## src/rtl/scp_pkg.sv

```systemverilog
package scp_pkg;

    typedef enum logic [1:0] {
        SCP_ADDR   = 2'd0,
        SCP_DATA   = 2'd1,
        SCP_FULL   = 2'd2,
        SCP_COMMIT = 2'd3
    } scp_state_e;

endpackage

```

## src/rtl/scp_sync.sv

```systemverilog
module scp_sync #(
    parameter int             W         = 3,
    parameter logic [W-1:0]   EDGE_MASK = '0
) (
    input  logic         clk_i,
    input  logic         rst_ni,
    input  logic [W-1:0] async_i,
    output logic [W-1:0] out_o
);

    logic [W-1:0] meta_d, meta_q;
    logic [W-1:0] stab_d, stab_q;

    always_comb begin
        meta_d = async_i;
        stab_d = meta_q;
    end

    always_ff @(posedge clk_i or negedge rst_ni) begin
        if (!rst_ni) begin
            meta_q <= '0;
            stab_q <= '0;
        end else begin
            meta_q <= meta_d;
            stab_q <= stab_d;
        end
    end

    for (genvar i = 0; i < W; i++) begin : g_bit
        if (EDGE_MASK[i]) begin : g_edge
            logic prev_d, prev_q;
            always_comb prev_d = stab_q[i];
            always_ff @(posedge clk_i or negedge rst_ni) begin
                if (!rst_ni) prev_q <= 1'b0;
                else         prev_q <= prev_d;
            end
            assign out_o[i] = stab_q[i] & ~prev_q;
        end else begin : g_level
            assign out_o[i] = stab_q[i];
        end
    end

endmodule

```

## src/rtl/scp_shifter.sv

```systemverilog
module scp_shifter
    import scp_pkg::*;
#(
    parameter int ADDR_W     = 8,
    parameter int CTRL_W     = 24,
    parameter int BANK_W     = 32,
    parameter int BANK_WORDS = 4,
    parameter int BANK_LO    = 20,
    parameter int BANK_HI    = 22,
    localparam int IDX_W     = (BANK_WORDS > 1) ? $clog2(BANK_WORDS) : 1,
    localparam int BIT_W     = $clog2((BANK_W > ADDR_W) ? BANK_W : ADDR_W),
    localparam int ABIT_W    = $clog2(ADDR_W)
) (
    input  logic                                  clk_i,
    input  logic                                  rst_ni,
    input  logic                                  bit_stb_i,
    input  logic                                  bit_i,
    input  logic                                  load_stb_i,
    input  logic                                  done_i,
    output logic                                  commit_o,
    output logic [ADDR_W-1:0]                     addr_o,
    output logic [IDX_W-1:0]                      last_o,
    output logic [BANK_WORDS-1:0][BANK_W-1:0]     words_o
);

    typedef struct packed {
        scp_state_e                           st;
        logic [ADDR_W-1:0]                    addr;
        logic [BIT_W-1:0]                     bitcnt;
        logic [BIT_W-1:0]                     wlast;
        logic [IDX_W-1:0]                     wordcnt;
        logic [IDX_W-1:0]                     last;
        logic [BANK_WORDS-1:0][BANK_W-1:0]    words;
    } shf_t;

    shf_t shf_d, shf_q;

    logic [ADDR_W-1:0] addr_full;
    logic              is_bank;

    // The last address bit arrives with the final strobe, so decode the complete value
    always_comb begin
        addr_full = {bit_i, shf_q.addr[ADDR_W-2:0]};
        is_bank   = (addr_full >= ADDR_W'(BANK_LO)) && (addr_full <= ADDR_W'(BANK_HI));
    end

    always_comb begin
        shf_d = shf_q;
        unique case (shf_q.st)
            SCP_ADDR: begin
                if (bit_stb_i) begin
                    shf_d.addr[shf_q.bitcnt[ABIT_W-1:0]] = bit_i;
                    if (shf_q.bitcnt == BIT_W'(ADDR_W-1)) begin
                        shf_d.bitcnt  = '0;
                        shf_d.wordcnt = '0;
                        shf_d.words   = '0;
                        shf_d.st      = SCP_DATA;
                        if (is_bank) begin
                            shf_d.last  = IDX_W'(BANK_WORDS-1);
                            shf_d.wlast = BIT_W'(BANK_W-1);
                        end else begin
                            shf_d.last  = '0;
                            shf_d.wlast = BIT_W'(CTRL_W-1);
                        end
                    end else begin
                        shf_d.bitcnt = shf_q.bitcnt + 1'b1;
                    end
                end
            end
            SCP_DATA: begin
                if (bit_stb_i) begin
                    shf_d.words[shf_q.wordcnt][shf_q.bitcnt] = bit_i;
                    if (shf_q.bitcnt == shf_q.wlast) begin
                        shf_d.bitcnt = '0;
                        if (shf_q.wordcnt == shf_q.last) begin
                            shf_d.st = SCP_FULL;
                        end else begin
                            shf_d.wordcnt = shf_q.wordcnt + 1'b1;
                        end
                    end else begin
                        shf_d.bitcnt = shf_q.bitcnt + 1'b1;
                    end
                end
            end
            SCP_FULL: begin
                if (load_stb_i) shf_d.st = SCP_COMMIT;
            end
            SCP_COMMIT: begin
                if (done_i) begin
                    shf_d.st      = SCP_ADDR;
                    shf_d.bitcnt  = '0;
                    shf_d.wordcnt = '0;
                end
            end
            default: shf_d.st = SCP_ADDR;
        endcase
    end

    always_ff @(posedge clk_i or negedge rst_ni) begin
        if (!rst_ni) shf_q <= '0;
        else         shf_q <= shf_d;
    end

    assign commit_o = (shf_q.st == SCP_COMMIT);
    assign addr_o   = shf_q.addr;
    assign last_o   = shf_q.last;
    assign words_o  = shf_q.words;


    early_load_chk: assert property (@(posedge clk_i) disable iff (!rst_ni)
        (load_stb_i && (shf_q.st == SCP_ADDR || shf_q.st == SCP_DATA)) |=> (shf_q.st != SCP_COMMIT));


    full_hold_chk: assert property (@(posedge clk_i) disable iff (!rst_ni)
        (shf_q.st == SCP_FULL && !load_stb_i) |=> (shf_q.st == SCP_FULL) && $stable(shf_q.words));


    bit_range_chk: assert property (@(posedge clk_i) disable iff (!rst_ni)
        (shf_q.st == SCP_DATA) |-> (shf_q.bitcnt <= shf_q.wlast));

endmodule

```

## src/rtl/scp_commit.sv

```systemverilog
module scp_commit #(
    parameter int ADDR_W     = 8,
    parameter int BANK_W     = 32,
    parameter int BANK_WORDS = 4,
    localparam int IDX_W     = (BANK_WORDS > 1) ? $clog2(BANK_WORDS) : 1
) (
    input  logic                               clk_i,
    input  logic                               rst_ni,
    input  logic                               req_i,
    input  logic [ADDR_W-1:0]                  addr_i,
    input  logic [IDX_W-1:0]                   last_i,
    input  logic [BANK_WORDS-1:0][BANK_W-1:0]  words_i,
    output logic                               done_o,
    output logic                               wr_en_o,
    output logic [ADDR_W-1:0]                  wr_addr_o,
    output logic [IDX_W-1:0]                   wr_idx_o,
    output logic [BANK_W-1:0]                  wr_data_o
);

    typedef struct packed {
        logic [IDX_W-1:0]  idx;
        logic              done;
        logic              en;
        logic [ADDR_W-1:0] addr;
        logic [IDX_W-1:0]  wr_idx;
        logic [BANK_W-1:0] data;
    } cmt_t;

    cmt_t cmt_d, cmt_q;

    always_comb begin
        cmt_d      = cmt_q;
        cmt_d.en   = 1'b0;
        cmt_d.done = 1'b0;
        if (req_i && !cmt_q.done) begin
            cmt_d.en     = 1'b1;
            cmt_d.addr   = addr_i;
            cmt_d.wr_idx = cmt_q.idx;
            cmt_d.data   = words_i[cmt_q.idx];
            if (cmt_q.idx == last_i) begin
                cmt_d.idx  = '0;
                cmt_d.done = 1'b1;
            end else begin
                cmt_d.idx = cmt_q.idx + 1'b1;
            end
        end
    end

    always_ff @(posedge clk_i or negedge rst_ni) begin
        if (!rst_ni) cmt_q <= '0;
        else         cmt_q <= cmt_d;
    end

    assign done_o    = cmt_q.done;
    assign wr_en_o   = cmt_q.en;
    assign wr_addr_o = cmt_q.addr;
    assign wr_idx_o  = cmt_q.wr_idx;
    assign wr_data_o = cmt_q.data;


    idx_step_chk: assert property (@(posedge clk_i) disable iff (!rst_ni)
        (wr_en_o && $past(wr_en_o)) |-> (wr_idx_o == IDX_W'($past(wr_idx_o) + 1'b1)) && $stable(wr_addr_o));


    first_idx_chk: assert property (@(posedge clk_i) disable iff (!rst_ni)
        $rose(wr_en_o) |-> (wr_idx_o == '0));


    idx_bound_chk: assert property (@(posedge clk_i) disable iff (!rst_ni)
        wr_en_o |-> (wr_idx_o <= last_i));

endmodule

```

## src/rtl/scp_write_port.sv

```systemverilog
module scp_write_port #(
    parameter int ADDR_W     = 8,
    parameter int CTRL_W     = 24,
    parameter int BANK_W     = 32,
    parameter int BANK_WORDS = 4,
    parameter int BANK_LO    = 20,
    parameter int BANK_HI    = 22,
    localparam int IDX_W     = (BANK_WORDS > 1) ? $clog2(BANK_WORDS) : 1
) (
    input  logic              clk_i,
    input  logic              rst_ni,
    input  logic              scp_sclk_i,
    input  logic              scp_load_i,
    input  logic              scp_sdi_i,
    output logic              wr_en_o,
    output logic [ADDR_W-1:0] wr_addr_o,
    output logic [IDX_W-1:0]  wr_idx_o,
    output logic [BANK_W-1:0] wr_data_o
);

    // bit 0: serial clock rise, bit 1: load rise, bit 2: data level
    logic [2:0]                          sync_out;
    logic                                commit_req;
    logic                                commit_done;
    logic [ADDR_W-1:0]                   xfer_addr;
    logic [IDX_W-1:0]                    xfer_last;
    logic [BANK_WORDS-1:0][BANK_W-1:0]   xfer_words;

    scp_sync #(
        .W         (3),
        .EDGE_MASK (3'b011)
    ) u_sync (
        .clk_i   (clk_i),
        .rst_ni  (rst_ni),
        .async_i ({scp_sdi_i, scp_load_i, scp_sclk_i}),
        .out_o   (sync_out)
    );

    scp_shifter #(
        .ADDR_W     (ADDR_W),
        .CTRL_W     (CTRL_W),
        .BANK_W     (BANK_W),
        .BANK_WORDS (BANK_WORDS),
        .BANK_LO    (BANK_LO),
        .BANK_HI    (BANK_HI)
    ) u_shifter (
        .clk_i      (clk_i),
        .rst_ni     (rst_ni),
        .bit_stb_i  (sync_out[0]),
        .bit_i      (sync_out[2]),
        .load_stb_i (sync_out[1]),
        .done_i     (commit_done),
        .commit_o   (commit_req),
        .addr_o     (xfer_addr),
        .last_o     (xfer_last),
        .words_o    (xfer_words)
    );

    scp_commit #(
        .ADDR_W     (ADDR_W),
        .BANK_W     (BANK_W),
        .BANK_WORDS (BANK_WORDS)
    ) u_commit (
        .clk_i     (clk_i),
        .rst_ni    (rst_ni),
        .req_i     (commit_req),
        .addr_i    (xfer_addr),
        .last_i    (xfer_last),
        .words_i   (xfer_words),
        .done_o    (commit_done),
        .wr_en_o   (wr_en_o),
        .wr_addr_o (wr_addr_o),
        .wr_idx_o  (wr_idx_o),
        .wr_data_o (wr_data_o)
    );

endmodule

```

## config.mk

```make
export PLATFORM = sky130hd
export DESIGN_NAME = scp_write_port
export DESIGN_NICKNAME = d
export VERILOG_FILES = /design/src/rtl/scp_pkg.sv /design/src/rtl/scp_sync.sv /design/src/rtl/scp_shifter.sv /design/src/rtl/scp_commit.sv /design/src/rtl/scp_write_port.sv
export SDC_FILE = /design/constraint.sdc
export NUM_CORES = 1
export LEC_CHECK = 0
export BUFFER_PORTS_ARGS = -buffer_cell sky130_fd_sc_hd__buf_2
export CAP_MARGIN = 25
export CORE_ASPECT_RATIO = 0.8
export CORE_UTILIZATION = 40
export CTS_CLUSTER_SIZE = 25
export DETAILED_ROUTE_END_ITERATION = 10
export PLACE_DENSITY = 0.7
export SLEW_MARGIN = 10
export SYNTH_ARGS = -nofsm -noshare
export SYNTH_HDL_FRONTEND = slang
export SYNTH_HIERARCHICAL = 1
export SYNTH_SLANG_ARGS = --single-unit
export TNS_END_PERCENT = 50
```

## constraint.sdc

```tcl
create_clock -name clk_i -period 1.92 [get_ports clk_i]
set_input_delay 0 -clock clk_i [delete_from_list [all_inputs] [get_ports clk_i]]
set_output_delay 0 -clock clk_i [all_outputs]
set_load 0.005 [all_outputs]
```

## Word level (Yosys, flattened, before mapping)

Index checks and enable logic that the tools add are counted.

| word-level totals | value |
|---|---|
| input bits | 5 |
| output and inout port bits | 43 |
| logic and storage cells | 101 |
| register bits after elaboration | 206 |

| cells by class | value |
|---|---|
| eq/ne operators | 15 |
| add/subtract/negate cells | 3 |
| bitwise logic cells | 4 |
| reduce and logical (&&, ||, !) cells | 15 |
| $lt $le $gt $ge | 9 |
| muxes and demuxes | 35 |

Operators with widths:

| cell | count |
|---|---|
| case mux 128 bit (2 select lines) | 1 |
| 2-to-1 mux 152 bit | 1 |
| 2-to-1 mux 137 bit | 1 |
| bitwise mux 128 bit | 1 |
| 2-to-1 mux 128 bit | 1 |
| binary-select mux 32 bit (select 2 bit) | 1 |
| demux 32 bit (select 2 bit) | 1 |
| 2-to-1 mux 32 bit | 2 |
| 2-to-1 mux 44 bit | 1 |
| 2-to-1 mux 2 bit | 11 |
| 2-to-1 mux 5 bit | 4 |
| case mux 5 bit (3 select lines) | 1 |
| AND reduction 7 bit | 2 |
| != test 2 x 1 -> 1 bit, second input constant | 6 |
| bitwise mux 8 bit | 1 |
| greater-or-equal comparator 8 x 5 -> 1 bit, second input constant | 1 |
| <= comparator 8 x 5 -> 1 bit, second input constant | 1 |
| case mux 2 bit (4 select lines) | 1 |
| AND reduction 4 bit | 2 |
| less-than comparator 2 x 3 -> 1 bit, second input constant | 2 |
| less-than comparator 5 x 6 -> 1 bit, second input constant | 1 |
| case mux 2 bit (3 select lines) | 1 |
| adder 5 x 1 -> 5 bit, second input constant | 1 |
| demux 1 bit (select 5 bit) | 1 |
| other kinds (23) | 35 |

## Depth between registers and ports, before layout

| depth | value |
|---|---|
| depth in word-level cells | 9 |
| gate-level depth with buffers | 10 |
| gate-level depth less buffers | 7 |

## By module

Netlist, hierarchy kept.

By module, submodules not included:

| module | area an instance (um^2) | seq. area each (um^2) | cells an instance | times used |
|---|---|---|---|---|
| scp_shifter | 8,120.3 | 3,678.5 | 941 | 1 |
| scp_commit | 3,095.5 | 1,151.1 | 281 | 1 |
| scp_sync | 235.2 | 200.2 | 11 | 1 |

## Worst setup path after synthesis

Ideal clock, no wire load.

| timing path | value |
|---|---|
| path kind | register to register |
| start | register u_shifter/shf_q[151] (netlist name) |
| end | register u_shifter/shf_q[151] (netlist name) |
| setup time | 125 ps |
| required time | 1,795 ps |
| arrival | 1,917 ps |
| period minus slack after synthesis | 2,042 ps |
| path buffers | 1 |
| slack | -122 ps |
| stages on the path, launching flop included | 9 |
| cells stage by stage | dfrtp_1 -> inv_1 -> ha_1 -> clkbuf_1 -> clkinv_1 -> a41oi_1 -> a21oi_4 -> nand3_2 -> mux2_4 |

| between the ends | value |
|---|---|
| longest elaborated chain between the ends | 3 |
| elaborated cells on any way between the ends | 13 |
| classes of those cells | eq/ne (10); mux (1); reduce/logical (2) |

Ends and longest elaborated chain:

| element | line | RTL |
|---|---|---|
| start, declared | scp_shifter.sv:36 | `shf_t shf_d, shf_q;` |
| start signal, assigned | scp_shifter.sv:100 | `if (!rst_ni) shf_q <= '0;` |
| start signal, assigned | scp_shifter.sv:101 | `else shf_q <= shf_d;` |
| equality test 2 bit (tied with other cells) | scp_shifter.sv:49 | `unique case (shf_q.st)` |
| != test 2 x 1 -> 1 bit (no source line) or != test 2 bit (tied branches) | - |  |
| AND reduction 7 bit (no source line) | - |  |

Parallel ways exist; a longest one is shown, timed or not.
A chain may end at the register's enable or synchronous reset.

## Worst setup path after layout

| timing path | value |
|---|---|
| start | register u_shifter/shf_q[141] (netlist name) |
| end | register u_shifter/shf_q[151] (netlist name) |

| between the ends | value |
|---|---|
| longest elaborated chain between the ends | 3 |
| elaborated cells on any way between the ends | 5 |
| classes of those cells | eq/ne (4); reduce/logical (1) |

Ends and longest elaborated chain:

| element | line |
|---|---|
| equality test 5 bit or equality test 5 x 3 -> 1 bit (tied branches) | scp_shifter.sv:73, scp_shifter.sv:53 |
| != test 2 x 1 -> 1 bit (no source line) | - |
| AND reduction 7 bit (no source line) (*) | - |

Mark *: on every way between the ends. The rest lies on a longest branch, timed or not.

==> results.sh <==
export IMPL_status="finished clean"
export IMPL_worstMarginPinSlew_ps=559
export IMPL_die_area_um2=29300
export IMPL_postRouteAntennaNets=0
export IMPL_clk_latency_ps=500
export IMPL_cap_violations=0
export IMPL_synthFlopType="dfrtp_1"
export IMPL_period_needed_ps=1920
export IMPL_grt_antenna_before_repair=0
export IMPL_ys_warn_count=6
export IMPL_grt_pass1_wl_um=45600
export IMPL_power_density_nw_per_um2=890
export IMPL_final_area_um2=12000
export IMPL_drive_gt1_frac=0.223
export IMPL_ios=48
export IMPL_slew_headroom=0.627
export IMPL_syn_num_nets=1252
export IMPL_clock_root_buffer="clkbuf_16"
export IMPL_skew_ps=11.4
export IMPL_grt_setup_unrepaired="true"
export IMPL_hold_path_class="input pin to async pin"
export IMPL_syn_area_per_cell_um2=9.29
export IMPL_most_common_layout_cells="o21ai_0, dfrtp_1, a21oi_1"
export IMPL_dp_cells=1448
export IMPL_wl_per_cell_um=19.1
export IMPL_grt_pass1_vias=8174
export IMPL_drc=0
export IMPL_ys_seq_elements=201
export IMPL_antenna_cells=0
export IMPL_die_h_um=153
export IMPL_cp_max_fo=5
export IMPL_final_hold_viol_count=0
export IMPL_place_area_um2=11200
export IMPL_rows=55
export IMPL_path_class="flip-flop to flip-flop"
export IMPL_die_x_um=191
export IMPL_initialDrtViolationCount=827
export IMPL_synth_seq_area_share=0.439
export IMPL_start_util=0.406
export IMPL_fmax_mhz=522
export IMPL_syn_area_um2=11500
export IMPL_cts_htree_levels=1
export IMPL_core_um2=28200
export IMPL_numClockSinks=201
export IMPL_arrival_ps=2300
export IMPL_cts_path_max_buffers=3
export IMPL_drt_pass1_iterations=5
export IMPL_num_vias=8433
export IMPL_syn2layout_area_growth_pct=4.92
export IMPL_async_flop_share=1.00
export IMPL_viasPerCell=5.65
export IMPL_grt_use_total=0.193
export IMPL_cts_buffers=21
export IMPL_tns_ps=0
export IMPL_mostFrequentLayoutCell="o21ai_0"
export IMPL_synth_distinct_cells=53
export IMPL_tritoncts="done"
export IMPL_ir_worst_vdd_uv=659
export IMPL_critPathCaptureType="flip-flop"
export IMPL_synth_edf_count=0
export IMPL_gp_congestion=0.858
export IMPL_power_w=0.0107
export IMPL_cts_clk_slew_worst_paths_ps=60
export IMPL_grt_max_degree=97
export IMPL_setup_violations=0
export IMPL_routed_wl_um=28600
export IMPL_maxSlewViolCount=0
export IMPL_syn_inst=1233
export IMPL_p_leak_nw=5.19
export IMPL_nets=1126
export IMPL_port_buffers=47
export IMPL_critPathRequiredTime_ps=2300
export IMPL_grt_overflow_total=0
export IMPL_hpwl_um=17900
export IMPL_worstSetupStartpointType="flip-flop"
export IMPL_fin_cells=1492
export IMPL_fin_crit_sh=0.998
[what timing repair did]
action                                  4_1_cts  5_1_grt
resized for setup                             4       54
cloned                                        0        0
hold buffers                                  4        0
hold endpoints to repair                    178        0
buffers inserted                              1        1
endpoints found under the setup margin      118      134
[layer usage]
| layer | up-vias | GRT usage | wire length [um] |
|---|---|---|---|
| met1 | 4175 | 0.288 | 13200 |
| met5 | - | 0 | 0 |
| met4 | 0 | 0.0344 | 401 |
| met2 | 350 | 0.295 | 12900 |
| met3 | 36 | 0.0335 | 2120 |
| li1 | 3872 | - | - |
[power breakdown]
group	internal [W]	switching, W	total (W)
Combinational	0.000921	0.00140	0.00232
Clock	0.00230	0.00171	0.00400
Sequential	0.00430	0.0000711	0.00437
Total	0.00752	0.00317	0.0107
[cell families (layout without fill, tap and decap cells)]
| kind of cell | count (synthesis) | after routing | share of synthesized area |
|---|---|---|---|
| adder cells (fa/ha/maj) | 14 | 14 | 0.0153 |
| flip-flops | 201 | 201 | 0.439 |
| AND/OR/NAND/NOR | 212 | 212 | 0.0869 |
| buffers and inverters | 285 | 174 | 0.163 |
| XOR/XNOR | 3 | 3 | 0.00229 |
| multiplexers | 77 | 77 | 0.0687 |
| AO/OA/AOI/OAI | 441 | 441 | 0.225 |
[cells in the mapped netlist, types with 2 or more instances]
cell type,instances,area share
and2_1,2,0.0011
buf_4,183,0.12
a41oi_1,2,0.0015
nor2b_1,8,0.0044
buf_6,11,0.011
mux2i_1,67,0.059
buf_2,6,0.0026
nor2_1,43,0.014
nand2b_1,10,0.0055
buf_1,6,0.0020
xor2_1,3,0.0023
o221ai_1,2,0.0015
clkbuf_1,67,0.022
nor2b_4,2,0.0024
o21ai_1,2,0.00087
mux2_2,9,0.0089
dfrtp_1,201,0.44
a21oi_1,134,0.059
ha_1,14,0.015
o21ai_0,260,0.11
nor3_1,5,0.0022
nand3_1,26,0.011
nand4bb_1,2,0.0020
nand2_1,99,0.032
o221ai_2,31,0.041
and3_1,2,0.0011
nor3b_1,2,0.0013
inv_1,9,0.0029
[registers in the layout, summed over array words and instances (netlist names)]
signal	flops
u_shifter/shf_q	11
u_commit/wr_en_o	1
u_sync/stab_q	3
u_commit/wr_idx_o	2
u_shifter/addr_o	8
u_sync/g_bit.g_edge.prev_q	2
u_sync/meta_q	3
u_commit/wr_addr_o	8
u_commit/done_o	1
u_commit/wr_data_o	32
u_shifter/words_o	128
u_commit/cmt_q	2
[worst max-delay path, stage by stage (launching register included)]
cell,delay [ps]
dfrtp_1,440
or2_4,270
or4_4,450
a21oi_4,200
nand3_2,130
mux2_4,310
[layout make-up]
class / instances / area [um2]
fill: 2705 / 16200
sequential: 201 / 5030
multi-input combinational: 747 / 4690
timing repair buffer: 125 / 1100
clock buffer: 33 / 641
tap: 370 / 463
inverter: 11 / 48.8
clock inverter: 5 / 32.5
[per-stage QoR]
stage / worst slack [ps] / util / hold slack [ps]
2_1_floorplan: -95.2 / - / -296
3_3_place_gp: 31.4 / 0.396 / 42.1
3_5_place_dp: -96.4 / 0.396 / 41.4
4_1_cts: -27.8 / 0.421 / 84.8
5_1_grt: -28.3 / 0.426 / 114
6_report: 4.31 / 0.426 / 61.5
[worst paths after layout]
| path | slack [ps] | start | depth (start not counted) | end |
|---|---|---|---|---|
| setup / recovery | 4 | u_shifter/shf_q[141] | 5 | u_shifter/shf_q[151] |
| hold reg to reg | 350 | u_sync/meta_q[0] | 0 | u_sync/stab_q[0] |
| hold / removal | 60 | rst_ni | 2 | u_commit/wr_data_o[14] |
| min in group clk_i | 140 | scp_sdi_i | 2 | u_sync/meta_q[2] |
| max in group asynchronous | 1070 | rst_ni | 3 | u_shifter/words_o[28] |
| setup reg to reg | 4 | u_shifter/shf_q[141] | 5 | u_shifter/shf_q[151] |
Power figures use the tool's default switching activity.
